<file path="src/rtl/acq_trig_pkg.sv">
package acq_trig_pkg;
  typedef enum logic [1:0] {
    MODE_FREE     = 2'd0,
    MODE_START    = 2'd1,
    MODE_ONESHOT  = 2'd2,
    MODE_ENVELOPE = 2'd3
  } acq_mode_e;
endpackage

</file>
<file path="src/rtl/acq_trig_detect.sv">
module acq_trig_detect #(
  parameter int NUM_SRC = 4,
  localparam int SEL_W = (NUM_SRC > 1) ? $clog2(NUM_SRC) : 1
) (
  input  logic               clk_i,
  input  logic               rst_ni,
  input  logic [NUM_SRC-1:0] src_i,
  input  logic [SEL_W-1:0]   sel_i,
  input  logic               pol_i,
  input  logic               edge_i,
  output logic               act_o,
  output logic               evt_o
);
  logic raw, act_q;

  always_comb begin
    raw = 1'b0;
    for (int i = 0; i < NUM_SRC; i++)
      if (sel_i == SEL_W'(i)) raw = src_i[i];
  end

  assign act_o = (raw == pol_i);

  always_ff @(posedge clk_i or negedge rst_ni)
    if (!rst_ni) act_q <= 1'b0;
    else         act_q <= act_o;

  assign evt_o = edge_i ? (act_o & ~act_q) : act_o;
endmodule

</file>
<file path="src/rtl/acq_trig_delay.sv">
module acq_trig_delay #(
  parameter int DLY_W = 8
) (
  input  logic             clk_i,
  input  logic             rst_ni,
  input  logic             evt_i,
  input  logic             tick_us_i,
  input  logic             lval_i,
  input  logic             in_lines_i,
  input  logic [DLY_W-1:0] dly_val_i,
  output logic             fire_o,
  output logic             busy_o,
  output logic             drop_o
);
  logic [DLY_W-1:0] cnt_q;
  logic lval_q, step, accept;

  assign busy_o = (cnt_q != '0);
  assign step   = in_lines_i ? (lval_i & ~lval_q) : tick_us_i;
  assign accept = evt_i & ~busy_o;
  assign fire_o = (accept & (dly_val_i == '0)) |
                  (busy_o & step & (cnt_q == DLY_W'(1)));

  always_ff @(posedge clk_i or negedge rst_ni)
    if (!rst_ni) begin
      cnt_q  <= '0;
      lval_q <= 1'b0;
      drop_o <= 1'b0;
    end else begin
      lval_q <= lval_i;
      drop_o <= evt_i & busy_o;
      if (accept && dly_val_i != '0) cnt_q <= dly_val_i;
      else if (busy_o && step)       cnt_q <= cnt_q - DLY_W'(1);
    end
endmodule

</file>
<file path="src/rtl/acq_trig_gate.sv">
module acq_trig_gate
  import acq_trig_pkg::*;
(
  input  logic       clk_i,
  input  logic       rst_ni,
  input  logic [1:0] mode_i,
  input  logic       fval_i,
  input  logic       lval_i,
  input  logic       trig_act_i,
  input  logic       fire_i,
  output logic       acq_en_o
);
  acq_mode_e mode;
  logic fval_q, lval_q, started_q, pend_q, grant;
  logic fval_rise, lval_rise;

  assign mode      = acq_mode_e'(mode_i);
  assign fval_rise = fval_i & ~fval_q;
  assign lval_rise = lval_i & ~lval_q;

  always_comb
    case (mode)
      MODE_FREE:    grant = 1'b1;
      MODE_START:   grant = started_q | fire_i;
      MODE_ONESHOT: grant = pend_q | fire_i;
      default:      grant = 1'b0;
    endcase

  always_ff @(posedge clk_i or negedge rst_ni)
    if (!rst_ni) begin
      fval_q    <= 1'b0;
      lval_q    <= 1'b0;
      started_q <= 1'b0;
      pend_q    <= 1'b0;
      acq_en_o  <= 1'b0;
    end else begin
      fval_q    <= fval_i;
      lval_q    <= lval_i;
      started_q <= (mode == MODE_START) & (started_q | fire_i);
      pend_q    <= (mode == MODE_ONESHOT) & ~fval_rise & (pend_q | fire_i);
      if (mode == MODE_ENVELOPE) begin
        if (!lval_i)        acq_en_o <= 1'b0;
        else if (lval_rise) acq_en_o <= trig_act_i;
      end else begin
        if (!fval_i)        acq_en_o <= 1'b0;
        else if (fval_rise) acq_en_o <= grant;
      end
    end
endmodule

</file>
<file path="src/rtl/acq_trig_ctrl.sv">
module acq_trig_ctrl #(
  parameter int NUM_SRC = 4,
  parameter int DLY_W   = 8,
  localparam int SEL_W  = (NUM_SRC > 1) ? $clog2(NUM_SRC) : 1
) (
  input  logic               clk_i,
  input  logic               rst_ni,
  input  logic               fval_i,
  input  logic               lval_i,
  input  logic [NUM_SRC-1:0] trig_src_i,
  input  logic [SEL_W-1:0]   trig_sel_i,
  input  logic               trig_pol_i,
  input  logic               trig_edge_i,
  input  logic [1:0]         mode_i,
  input  logic               tick_us_i,
  input  logic               dly_lines_i,
  input  logic [DLY_W-1:0]   dly_val_i,
  output logic               acq_en_o,
  output logic               drop_o
);
  logic trig_act, trig_evt, trig_fire, dly_busy;

  acq_trig_detect #(.NUM_SRC(NUM_SRC)) u_detect (
    .clk_i  (clk_i),
    .rst_ni (rst_ni),
    .src_i  (trig_src_i),
    .sel_i  (trig_sel_i),
    .pol_i  (trig_pol_i),
    .edge_i (trig_edge_i),
    .act_o  (trig_act),
    .evt_o  (trig_evt)
  );

  acq_trig_delay #(.DLY_W(DLY_W)) u_delay (
    .clk_i      (clk_i),
    .rst_ni     (rst_ni),
    .evt_i      (trig_evt),
    .tick_us_i  (tick_us_i),
    .lval_i     (lval_i),
    .in_lines_i (dly_lines_i),
    .dly_val_i  (dly_val_i),
    .fire_o     (trig_fire),
    .busy_o     (dly_busy),
    .drop_o     (drop_o)
  );

  acq_trig_gate u_gate (
    .clk_i      (clk_i),
    .rst_ni     (rst_ni),
    .mode_i     (mode_i),
    .fval_i     (fval_i),
    .lval_i     (lval_i),
    .trig_act_i (trig_act),
    .fire_i     (trig_fire),
    .acq_en_o   (acq_en_o)
  );
endmodule

</file>
<file path="config.mk">
export PLATFORM = sky130hd
export DESIGN_NAME = acq_trig_ctrl
export DESIGN_NICKNAME = d
export VERILOG_FILES = /design/src/rtl/acq_trig_pkg.sv /design/src/rtl/acq_trig_detect.sv /design/src/rtl/acq_trig_delay.sv /design/src/rtl/acq_trig_gate.sv /design/src/rtl/acq_trig_ctrl.sv
export SDC_FILE = /design/constraint.sdc
export NUM_CORES = 1
export LEC_CHECK = 0
export BUFFER_PORTS_ARGS = -buffer_cell sky130_fd_sc_hd__buf_2
export CORE_MARGIN = 8
export CORE_UTILIZATION = 30
export CTS_CLUSTER_SIZE = 24
export DETAILED_ROUTE_END_ITERATION = 8
export SYNTH_ARGS = -nofsm -noshare
export SYNTH_HDL_FRONTEND = slang
export SYNTH_SLANG_ARGS = --single-unit
export TNS_END_PERCENT = 5
</file>
<file path="constraint.sdc">
create_clock -name clk_i -period 1.6 [get_ports clk_i]
set_input_delay 0.24 -clock clk_i [delete_from_list [all_inputs] [get_ports clk_i]]
set_output_delay 0.24 -clock clk_i [all_outputs]
set_load 0.02 [all_outputs]
</file>
==> impl_metrics.py <==
metrics = {
    "route": {
        "route.vias.total": 836,
        "drt_iter0_drc": 27,
        "wl_per_cell_um": 13.6,
        "ant_nets": 0,
        "dr.pass1.iters": 4,
        "drc_errors": 0,
        "wirelength_um": 2250,
        "drt-vias-per-instance": 5.04,
    },
    "logic_synthesis": {
        "ys_seq_area_share_pct": 40.7,
        "syn-cell-area_um2": 922,
        "synth_fp_nets": 117,
        "ys.flop_type": "dfrtp_1",
        "ys_async_sr_fraction_pct": 100,
        "yosys_warnings": 0,
        "syn_inst": 91,
        "ys_ff_latch": 15,
        "synth_cell_types": 39,
        "postSynthAreaPerCell_um2": 10.1,
        "synth_area_leaders": "dfrtp_1, nand2_1, xor2_1",
        "yosysTopAreaCell": "dfrtp_1",
        "synth-edff-count": 0,
        "synth_top_area_share_pct": 40.7,
    },
    "grt": {
        "grt_pass1_vias": 924,
        "grt_pass1_wl_um": 3910,
        "antenna_found_initial": 0,
        "overflow": 0,
        "grt_max_degree": 16,
        "track_usage_pct": 9.43,
    },
    "sta": {
        "fin_crit_sh_pct": 101,
        "fmax_mhz": 620,
        "rsz0062_at_grt": "yes",
        "drv_slew": 0,
        "hold_ws_ns": 0.0856,
        "hold_violations": 0,
        "slew-limit-headroom_pct": 75.9,
        "worst_slack_ns": -0.0119,
        "setup_viol": 1,
        "tightestPinTransition_ns": 0.361,
        "final.min_clock_period_ns": 1.61,
        "skew_ns": 0.00994,
    },
    "clock_tree": {
        "clk_pin_slew_ns": 0.10,
        "clock_latency_ns": 0.28,
        "clkSinkCount": 15,
        "clock_path_buffers": 2,
        "postCtsSetupRepairBufs": 0,
        "cts_inserted_buffers": 3,
        "cts-root-buf": "clkbuf_4",
        "cts_max_level": 1,
        "tritoncts": "yes",
    },
    "status": {
        "violations": "setup timing",
        "status": "finished, violations left",
    },
    "setup_path": {
        "cp-startpoint": "u_delay.cnt_q[5]$_DFFE_PN0P_",
        "worstSetupEndpoint": "u_gate.acq_en_o$_DFFE_PN0P_",
        "reg2regPathDepth": 5,
        "crit_required_ns": 1.80,
        "cp-end-kind": "flip-flop",
        "worstReg2RegEnd": "u_gate.acq_en_o$_DFFE_PN0P_",
        "critPathLaunchType": "flip-flop",
        "r2r_slack_ns": -0.01,
        "worst_r2r_startpoint": "u_delay.cnt_q[5]$_DFFE_PN0P_",
        "crit_type": "reg -> reg",
        "cp.arrival_ns": 1.81,
        "worstPathMaxFanout": 5,
    },
    "layout": {
        "post-route-cell-area_mm2": 0.00122,
        "mostFrequentLayoutCell": "buf_2",
        "mostFrequentLayoutCells": "buf_2, nand2_1, dfrtp_1",
        "final_layout_size_suffix_gt1_share_pct": 38.3,
        "nets": 160,
        "n_antenna_cell": 0,
        "synthToLayoutAreaGrowth_pct": 32.2,
    },
    "placed_design": {
        "postPlaceCellArea_mm2": 0.00118,
        "gp_congestion": 0.763,
        "dpl.hpwl_um": 1880,
        "port_buffers": 25,
    },
    "floorplan": {
        "die_w_um": 71.4,
        "die_y_um": 71.4,
        "rows": 20,
        "dieArea_mm2": 0.00510,
        "core_mm2": 0.00298,
        "start_util_pct": 31.0,
        "io_pins": 26,
    },
    "worst_hold_path": {
        "hp-class": "in -> reg",
    },
    "power": {
        "power_density_mw_per_mm2": 1240,
        "finalPower_mw": 1.51,
        "irDropWorstVdd_mv": 0.373,
        "p_leak_nw": 0.587,
    },
    "run": {
        "drv_cap": 0,
    },
}
[cells by family (layout without fill, tap and decap cells)]
logic type               Yosys count  in the layout  share of synthesized area (%)
adder cells (fa/ha/maj)            2              2                           2.71
AO/OA/AOI/OAI                     15             15                           11.7
AND/OR/NAND/NOR                   41             41                           28.9
XOR/XNOR                           8              8                           8.41
buffers and inverters              8             50                           4.07
multiplexers                       2              2                           3.53
flip-flops                        15             15                           40.7
[metrics by stage]
step           worst slack (ns)  std cells  utilization (%)  setup TNS [ns]
3_3_place_gp             -0.175        161             39.7           -1.12
2_1_floorplan            0.0279         91                -               0
6_report                -0.0119        166             40.9         -0.0119
3_5_place_dp             -0.175        161             39.7           -1.35
5_1_grt                  -0.123        166             40.9          -0.631
4_1_cts                 -0.0239        166             40.9         -0.0300
[report_power, final]
| part | switching [mW] | total, mW | leakage [nW] | internal [mW] |
|---|---|---|---|---|
| clock | 0.124 | 0.217 | 0.0177 | 0.0927 |
| combinational | 0.335 | 0.690 | 0.384 | 0.355 |
| sequential | 0.105 | 0.599 | 0.185 | 0.494 |
| total | 0.563 | 1.51 | 0.587 | 0.942 |
[repair_timing]
action / 4_1_cts / 5_1_grt
endpoints found under the setup margin: 2 / 10
gates resized for setup: 0 / 0
hold endpoints to repair: 15 / 0
hold buffers: 1 / 0
pin swaps: 1 / 2
[worst min path at each step]
| stage | from | end | cells after the start |
|---|---|---|---|
| after floorplan | rst_ni | u_delay.cnt_q[0]$_DFFE_PN0P_ | 0 |
| after global placement | rst_ni | u_delay.cnt_q[2]$_DFFE_PN0P_ | 1 |
| after detailed placement | rst_ni | u_delay.cnt_q[3]$_DFFE_PN0P_ | 1 |
| after CTS | lval_i | u_gate.lval_q$_DFF_PN0_ | 1 |
| after global routing | lval_i | u_gate.lval_q$_DFF_PN0_ | 1 |
| final | lval_i | u_gate.lval_q$_DFF_PN0_ | 1 |
[metal layers]
metal / vias to the layer above / share of wire [%] / track usage (%) / wire [um]
li1: 412 / - / - / -
met1: 402 / 45 / 11.1 / 1000
met2: 20 / 49 / 16.1 / 1110
met3: 2 / 5.3 / 2.65 / 119
met4: 0 / 0.62 / 2.77 / 14
met5: - / 0 / 0 / 0
[registers in the layout (all words and copies together), names as in the netlist]
signal            count
u_gate.fval_q         1
u_delay.cnt_q         8
u_delay.drop_o        1
u_gate.pend_q         1
u_gate.acq_en_o       1
u_gate.lval_q         1
u_gate.started_q      1
u_detect.act_q        1
[area by class of cell]
cell class | count | area, um2
clock buffers | 3 | 22.5
clock inverters | 1 | 5.00
fillers | 315 | 1760
inverters | 7 | 26.3
multi-input cells | 68 | 515
flip-flops and latches | 15 | 375
well taps | 33 | 41.3
repair buffers | 39 | 233
[synthesized netlist by cell type, types with 2 or more instances]
cell type and n:
a21oi_1 2, a311oi_1 2, dfrtp_1 15, ha_1 2, inv_1 7, nand2_1 16, nand3_1 2, nand4_1 3
nand4b_1 2, nor2_1 3, nor3_1 2, o21ai_0 2, or4_1 2, xor2_1 6
[worst max-delay path: stages, from the launching register on]
cell and delay, ns:
dfrtp_1 0.43, nor4_4 0.38, nand3_4 0.13, nor3_4 0.23, a211oi_1 0.12, o31ai_1 0.24
(Power assumes the default switching activity.)
